===== config.mk =====
export PLATFORM = sky130hd
export DESIGN_NAME = ai_dct8
export DESIGN_NICKNAME = d
export VERILOG_FILES = /design/src/rtl/ai_dct8.sv
export SDC_FILE = /design/constraint.sdc
export NUM_CORES = 2
export LEC_CHECK = 0
export BUFFER_PORTS_ARGS = -buffer_cell sky130_fd_sc_hd__buf_2
export CORE_ASPECT_RATIO = 1.4
export CORE_MARGIN = 4
export CORE_UTILIZATION = 25
export DETAILED_ROUTE_END_ITERATION = 12
export GPL_ROUTABILITY_DRIVEN = 0
export SYNTH_ARGS = -nofsm -noshare
export SYNTH_HDL_FRONTEND = slang
export SYNTH_SLANG_ARGS = --single-unit

===== constraint.sdc =====
create_clock -name clk -period 18.25 [get_ports clk]
set_input_delay 2.7375 -clock clk [delete_from_list [all_inputs] [get_ports clk]]
set_output_delay 2.7375 -clock clk [all_outputs]
set_load 0.02 [all_outputs]

===== src/rtl/ai_dct8.sv =====
module ai_dct8 #(
  parameter int IW = 8,
  parameter int GUARD = 10,
  localparam int OW = IW + GUARD,
  localparam int NPT = 8,
  localparam int NCH = 4
) (
  input  logic                   clk,
  input  logic                   rst_n,
  input  logic                   in_valid,
  input  logic                   in_raw,
  input  logic [NPT*NCH*IW-1:0]  in_data,
  output logic                   out_valid,
  output logic [NPT*NCH*OW-1:0]  out_data
);
  typedef logic signed [OW-1:0] ch_t;
  typedef struct packed { ch_t c3; ch_t c2; ch_t c1; ch_t c0; } ai_t;

  function automatic ai_t ai_add(ai_t p, ai_t q);
    ai_t r;
    r.c0 = p.c0 + q.c0; r.c1 = p.c1 + q.c1;
    r.c2 = p.c2 + q.c2; r.c3 = p.c3 + q.c3;
    return r;
  endfunction

  function automatic ai_t ai_sub(ai_t p, ai_t q);
    ai_t r;
    r.c0 = p.c0 - q.c0; r.c1 = p.c1 - q.c1;
    r.c2 = p.c2 - q.c2; r.c3 = p.c3 - q.c3;
    return r;
  endfunction

  function automatic ai_t ai_dbl(ai_t p);
    ai_t r;
    r.c0 = p.c0 <<< 1; r.c1 = p.c1 <<< 1;
    r.c2 = p.c2 <<< 1; r.c3 = p.c3 <<< 1;
    return r;
  endfunction

  // times sqrt2: sqrt2*sqrt2 = 2
  function automatic ai_t ai_ma(ai_t p);
    ai_t r;
    r.c0 = p.c1 <<< 1; r.c1 = p.c0;
    r.c2 = p.c3 <<< 1; r.c3 = p.c2;
    return r;
  endfunction

  // times b: b*b = 2 + sqrt2
  function automatic ai_t ai_mb(ai_t p);
    ai_t r;
    r.c0 = (p.c2 + p.c3) <<< 1;
    r.c1 = p.c2 + (p.c3 <<< 1);
    r.c2 = p.c0;
    r.c3 = p.c1;
    return r;
  endfunction

  function automatic ai_t ai_x4(ai_t p);
    return ai_dbl(ai_dbl(p));
  endfunction

  // 4*cos(pi/4) = 2*sqrt2
  function automatic ai_t k_c4(ai_t p);
    return ai_dbl(ai_ma(p));
  endfunction

  // 4*cos(3pi/8) = 2*b*(sqrt2 - 1)
  function automatic ai_t k_c6(ai_t p);
    ai_t w;
    w = ai_mb(p);
    return ai_dbl(ai_sub(ai_ma(w), w));
  endfunction

  // 4*(cos(pi/8) - cos(3pi/8)) = 2*b*(2 - sqrt2)
  function automatic ai_t k_dif(ai_t p);
    ai_t w;
    w = ai_mb(p);
    return ai_dbl(ai_sub(ai_dbl(w), ai_ma(w)));
  endfunction

  // 4*(cos(pi/8) + cos(3pi/8)) = 2*sqrt2*b
  function automatic ai_t k_sum(ai_t p);
    return ai_dbl(ai_ma(ai_mb(p)));
  endfunction

  ai_t enc [NPT];
  ai_t x_q [NPT];
  ai_t y_d [NPT];
  ai_t y_q [NPT];
  logic v_q;

  for (genvar n = 0; n < NPT; n++) begin : g_enc
    assign enc[n] = '{
      c3: in_raw ? ch_t'(0) : ch_t'($signed(in_data[(NCH*n+3)*IW +: IW])),
      c2: in_raw ? ch_t'(0) : ch_t'($signed(in_data[(NCH*n+2)*IW +: IW])),
      c1: in_raw ? ch_t'(0) : ch_t'($signed(in_data[(NCH*n+1)*IW +: IW])),
      c0: ch_t'($signed(in_data[(NCH*n)*IW +: IW]))
    };
  end

  ai_t s07, s16, s25, s34, d07, d16, d25, d34;
  ai_t e10, e11, e12, e13, m1;
  ai_t o10, o11, o12, m2, m3, m4, m5, z11, z13;

  assign s07 = ai_add(x_q[0], x_q[7]);
  assign d07 = ai_sub(x_q[0], x_q[7]);
  assign s16 = ai_add(x_q[1], x_q[6]);
  assign d16 = ai_sub(x_q[1], x_q[6]);
  assign s25 = ai_add(x_q[2], x_q[5]);
  assign d25 = ai_sub(x_q[2], x_q[5]);
  assign s34 = ai_add(x_q[3], x_q[4]);
  assign d34 = ai_sub(x_q[3], x_q[4]);

  assign e10 = ai_add(s07, s34);
  assign e13 = ai_sub(s07, s34);
  assign e11 = ai_add(s16, s25);
  assign e12 = ai_sub(s16, s25);
  assign m1  = k_c4(ai_add(e12, e13));

  assign y_d[0] = ai_x4(ai_add(e10, e11));
  assign y_d[4] = ai_x4(ai_sub(e10, e11));
  assign y_d[2] = ai_add(ai_x4(e13), m1);
  assign y_d[6] = ai_sub(ai_x4(e13), m1);

  assign o10 = ai_add(d34, d25);
  assign o11 = ai_add(d25, d16);
  assign o12 = ai_add(d16, d07);
  assign m5  = k_c6(ai_sub(o10, o12));
  assign m2  = ai_add(k_dif(o10), m5);
  assign m4  = ai_add(k_sum(o12), m5);
  assign m3  = k_c4(o11);
  assign z11 = ai_add(ai_x4(d07), m3);
  assign z13 = ai_sub(ai_x4(d07), m3);

  assign y_d[5] = ai_add(z13, m2);
  assign y_d[3] = ai_sub(z13, m2);
  assign y_d[1] = ai_add(z11, m4);
  assign y_d[7] = ai_sub(z11, m4);

  always_ff @(posedge clk or negedge rst_n) begin
    if (!rst_n) begin
      v_q       <= 1'b0;
      out_valid <= 1'b0;
      for (int i = 0; i < NPT; i++) begin
        x_q[i] <= '0;
        y_q[i] <= '0;
      end
    end else begin
      v_q       <= in_valid;
      out_valid <= v_q;
      x_q       <= enc;
      y_q       <= y_d;
    end
  end

  for (genvar k = 0; k < NPT; k++) begin : g_out
    assign out_data[k*NCH*OW +: NCH*OW] = y_q[k];
  end
endmodule


==> After elaboration in Yosys (flattened, before gate mapping) <==
Cells that the tools add are included.
W data, S select, Z words.
{ "totals": {"register_bits": 1026, "out_inout_bits": 577} }
{ "classes": {"n_addsub": 130, "mux": 24} }
{ "ops": {"columns": ["op", "count"], "rows": [
  ["$add A16 B16 Y16", 29],
  ["$add A18 B18 Y18", 22],
  ["$mux W17", 16],
  ["$sub A17 B17 Y17", 16],
  ["$sub A18 B18 Y18", 15],
  ["$sub A16 B16 Y16", 13],
  ["$add A17 B17 Y17", 12],
  ["$mux W16", 8],
  ["$add A9 B9 Y10", 5],
  ["$add A11 B18 Y18", 2],
  ["$add A8 B8 Y9", 4],
  ["$sub A8 B8 Y9", 4],
  ["$sub A11 B17 Y17", 2],
  ["$sub A9 B9 Y10", 2],
  ["$sub A11 B18 Y18", 1],
  ["$sub A17 B10 Y17", 1],
  ["$sub A17 B11 Y17", 1],
  ["$sub A10 B10 Y11", 1]
]} }

==> Logic depth before layout (Yosys ltp) <==
{ "logic_depth": {"word_depth": 7, "depth_mapped": 47} }

==> Worst setup path after synthesis <==
OpenSTA, ideal clock, no wires.
{ "synth_path": {"path_type": "register to register", "startpoint": "register x_q[181] (netlist name)", "endpoint": "register y_q, in the netlist out_data[251]", "setup_ns": 0.138, "arrival_ns": 8.618, "setup_slack_ns": 9.494, "path_stages_with_launch": 40, "synth_period_minus_slack_ns": 8.756, "cell_sequence": "dfrtp_1 > inv_1 > ha_1 > inv_1 > o21bai_1 > a21o_1 > a21o_1 > a21o_1 > a21o_1 > a21o_1 > inv_1 > fa_1 > inv_1 > fa_1 > ha_1 > a21o_1 > a211o_1 > a32oi_1 > [4 not listed] > ha_1 > a21oi_1 > nor3_1 > and3_1 > or2_2 > o211a_1 > ha_1 > inv_1 > nor3_1 > a221oi_1 > nand2_1 > ha_1 > nand2_1 > o21ai_0 > xnor3_1 > xnor3_1 > xnor2_1 > xor2_1"} }
{ "synth_rtl": {"columns": ["item", "line_no", "text"], "rows": [
  ["from (decl)", "87", "ai_t x_q [NPT];"],
  ["from (signal assigned)", "151", "x_q <= enc;"],
  ["to (signal assigned)", "152", "y_q <= y_d;"],
  ["to (decl)", "89", "ai_t y_q [NPT];"]
]} }

==> impl_metrics.toml <==
[global_routing]
first_global_vias = 70000
grt_pass1_wl_mm = 464
gr-total-overflow = 0
track_usage_pct = 17.6
grt_max_degree = 151
antenna_found_initial = 67

[synthesis]
syn_area_per_cell_sq_um = 8.81
yosysSeqAreaShare_pct = 22.0
synth_enable_flop_cells = 0
ys_ff_latch = 768
yosysUniqueCellTypes = 93
synth_area_sq_mm = 0.0875
async_flop_share_pct = 100
synthFlopType = "dfrtp_1"
ys_warn_count = 0
synthCells = 9939

[timing]
period_needed_ns = 10.13
clock_skew_ns = 0.0546
worst_pin_slew_ns = 1.15
final-setup-viol-count = 0
hold_viol = 0
slew_headroom_pct = 22.5
worst_slack_ns = 8.12
final-max-slew-violation-count = 0
fin_crit_sh_pct = 55.5
fmax_ghz = 0.0987
grt_setup_unrepaired = "false"
tns_ns = 0

[setup_path]
reg2reg_setup_slack_ns = 8.12
worstPathMaxFanout = 7
cp_slowest_stage_delay_ns = 0.62
r2r_end = "out_data[251]$_DFF_PN0_"
r2r_cells = 39
timing_worst_setup_path_type = "reg2reg"
crit_path_end = "out_data[251]$_DFF_PN0_"
crit_path_start = "x_q[181]$_DFF_PN0_"
timing.rr.start = "x_q[181]$_DFF_PN0_"
critPathMostFrequentCell = "a21o_1"
setup.worst_path.end_class = "register"
worst_path_max_delay_cell = "a221oi_1"
critPathLaunchType = "register"
required_ns = 18.90
worst-endpoint-arrival_ns = 10.78

[clock_tree]
cts.sinks = 768
numCtsBuffers = 95
holdBufCountCts = 0
clkTransAtPathRegs_ns = 0.06
cts_tree = "built"
cts-root-buf = "clkbuf_16"
h-tree-depth = 3
cts_setup_buffers = 0
cts_buffer_depth = 3
clk_latency_ns = 0.76
cts.repair.resized = 0

[drt]
first_pass_iters = 5
routed_wl_mm = 328
route.antenna.remaining_nets = 0
via_per_inst = 4.56
wl_per_cell_microns = 21.2
vias = 70600
drc = 0
drt_iter0_drc = 4343

[floorplan]
die_x_microns = 508
die_area_sq_mm = 0.360
die_h_microns = 708
io_pins = 837
start_util_pct = 25.2
row_count = 256
core_sq_mm = 0.348

[cells_and_area]
num-fill-cells = 37300
drive_gt1_share_pct = 9.65
instances_no_fill = 15500
layout.nets = 12900
syn_to_final_growth_pct = 14.6

[place]
dp.cells = 15300
hpwlAfterDp_mm = 290
io_buffers = 788
dp_slack_ns = 8.17

[flow_run]
cap_violations = 0

[outcome]
status = "finished clean"

[min_path]
hp-class = "reg2reg"
-- metal layers --
metal  up-vias  global-route usage [%]  wire length (microns)
met3       432                    2.63                  18300
met4        20                    6.66                  14500
met2      1911                    31.1                 158000
met1     33600                    21.6                 137000
li1      34600                       -                      -
met5         -                       0                    149
-- placed cells by master, fill, tap and decap left out, drive strengths merged, types with 272 or more instances in the layout --
cell type and instances:
ha 1635, inv 1481, xnor2 1013, a21oi 1007, buf 813, dfrtp 768
nor2 696, o21bai 512, o21ai 418, xor2 346, nor2b 294, nand2 278
a21o 272
-- flip-flops by register name (all words and copies together) (netlist names) --
register / flops
out_data: 510
out_valid: 1
v_q: 1
x_q: 256
-- logic make-up (layout without fill, tap and decap cells) --
kind of cell	count (synthesis)	after routing	share of synthesized area, %
AND/OR/NAND/NOR	1642	1642	8.84
XOR/XNOR	1374	1374	14.0
buffers and inverters	1636	2457	7.30
multiplexers	16	16	0.192
AO/OA/AOI/OAI	2617	2617	18.7
flip-flops	768	768	22.0
other	1	82	0.00428
adder cells (fa/ha/maj)	1885	1885	29.1
-- worst min path at each step --
stage             startpoint             endpoint  slack [ns]  cells past startpoint
6_report       v_q$_DFF_PN0_  out_valid$_DFF_PN0_        0.35                      0
5_1_grt        v_q$_DFF_PN0_  out_valid$_DFF_PN0_        0.38                      0
4_1_cts        v_q$_DFF_PN0_  out_valid$_DFF_PN0_        0.36                      0
3_5_place_dp   v_q$_DFF_PN0_  out_valid$_DFF_PN0_        0.35                      0
3_3_place_gp   v_q$_DFF_PN0_  out_valid$_DFF_PN0_        0.35                      0
2_1_floorplan  v_q$_DFF_PN0_  out_valid$_DFF_PN0_        0.33                      0
-- layout make-up --
class                           count  area [sq um]  area share, %
Tap cell                         4644          5810           5.79
Sequential cell                   768         19200           19.2
Inverter                         1466          5500           5.48
Multi-Input combinational cell   7582         62100           61.9
Antenna cell                       34          85.1         0.0848
Timing Repair Buffer              813          4170           4.16
Clock buffer                      116          2590           2.58
Clock inverter                     62           827          0.824
-- critical path, delay by kind of cell (launching register included) --
| kind | cells | cell delay (ns) |
|---|---|---|
| and+or+nand+nor | 2 | 0.18 |
| buffers and inverters | 4 | 0.39 |
| DFF | 1 | 0.40 |
| adders and majority gates | 8 | 2.98 |
| AOI/OAI and AO/OA | 19 | 4.50 |
| xor gates and xnor gates | 6 | 1.57 |
-- Yosys cell counts (248+ instances only) --
cell      instances  area (sq um)
xnor2_1        1013          8870
nor2b_1         294          1840
o21bai_1        512          3840
ha_1           1635         20500
nor2_1          696          2610
a21oi_1        1006          5030
inv_1          1466          5500
o21ai_0         414          2070
nand2_1         278          1040
a21o_1          269          2020
xor2_1          346          3030
dfrtp_1         768         19200
fa_1            248          4960
-- through the flow --
| step | area [sq um] | util [%] | hold WS, ns |
|---|---|---|---|
| after detailed placement | 96800 | 27.8 | 0.347 |
| after global placement | 96800 | 27.8 | 0.346 |
| after floorplan | 87700 | - | 0.331 |
| final | 100000 | 28.8 | 0.353 |
| after global routing | 100000 | 28.8 | 0.379 |
| after CTS | 100000 | 28.8 | 0.360 |
Power is left out: the tool's default activity adds up to more than one toggle a clock period on the data nets, which glitch-free logic cannot reach.
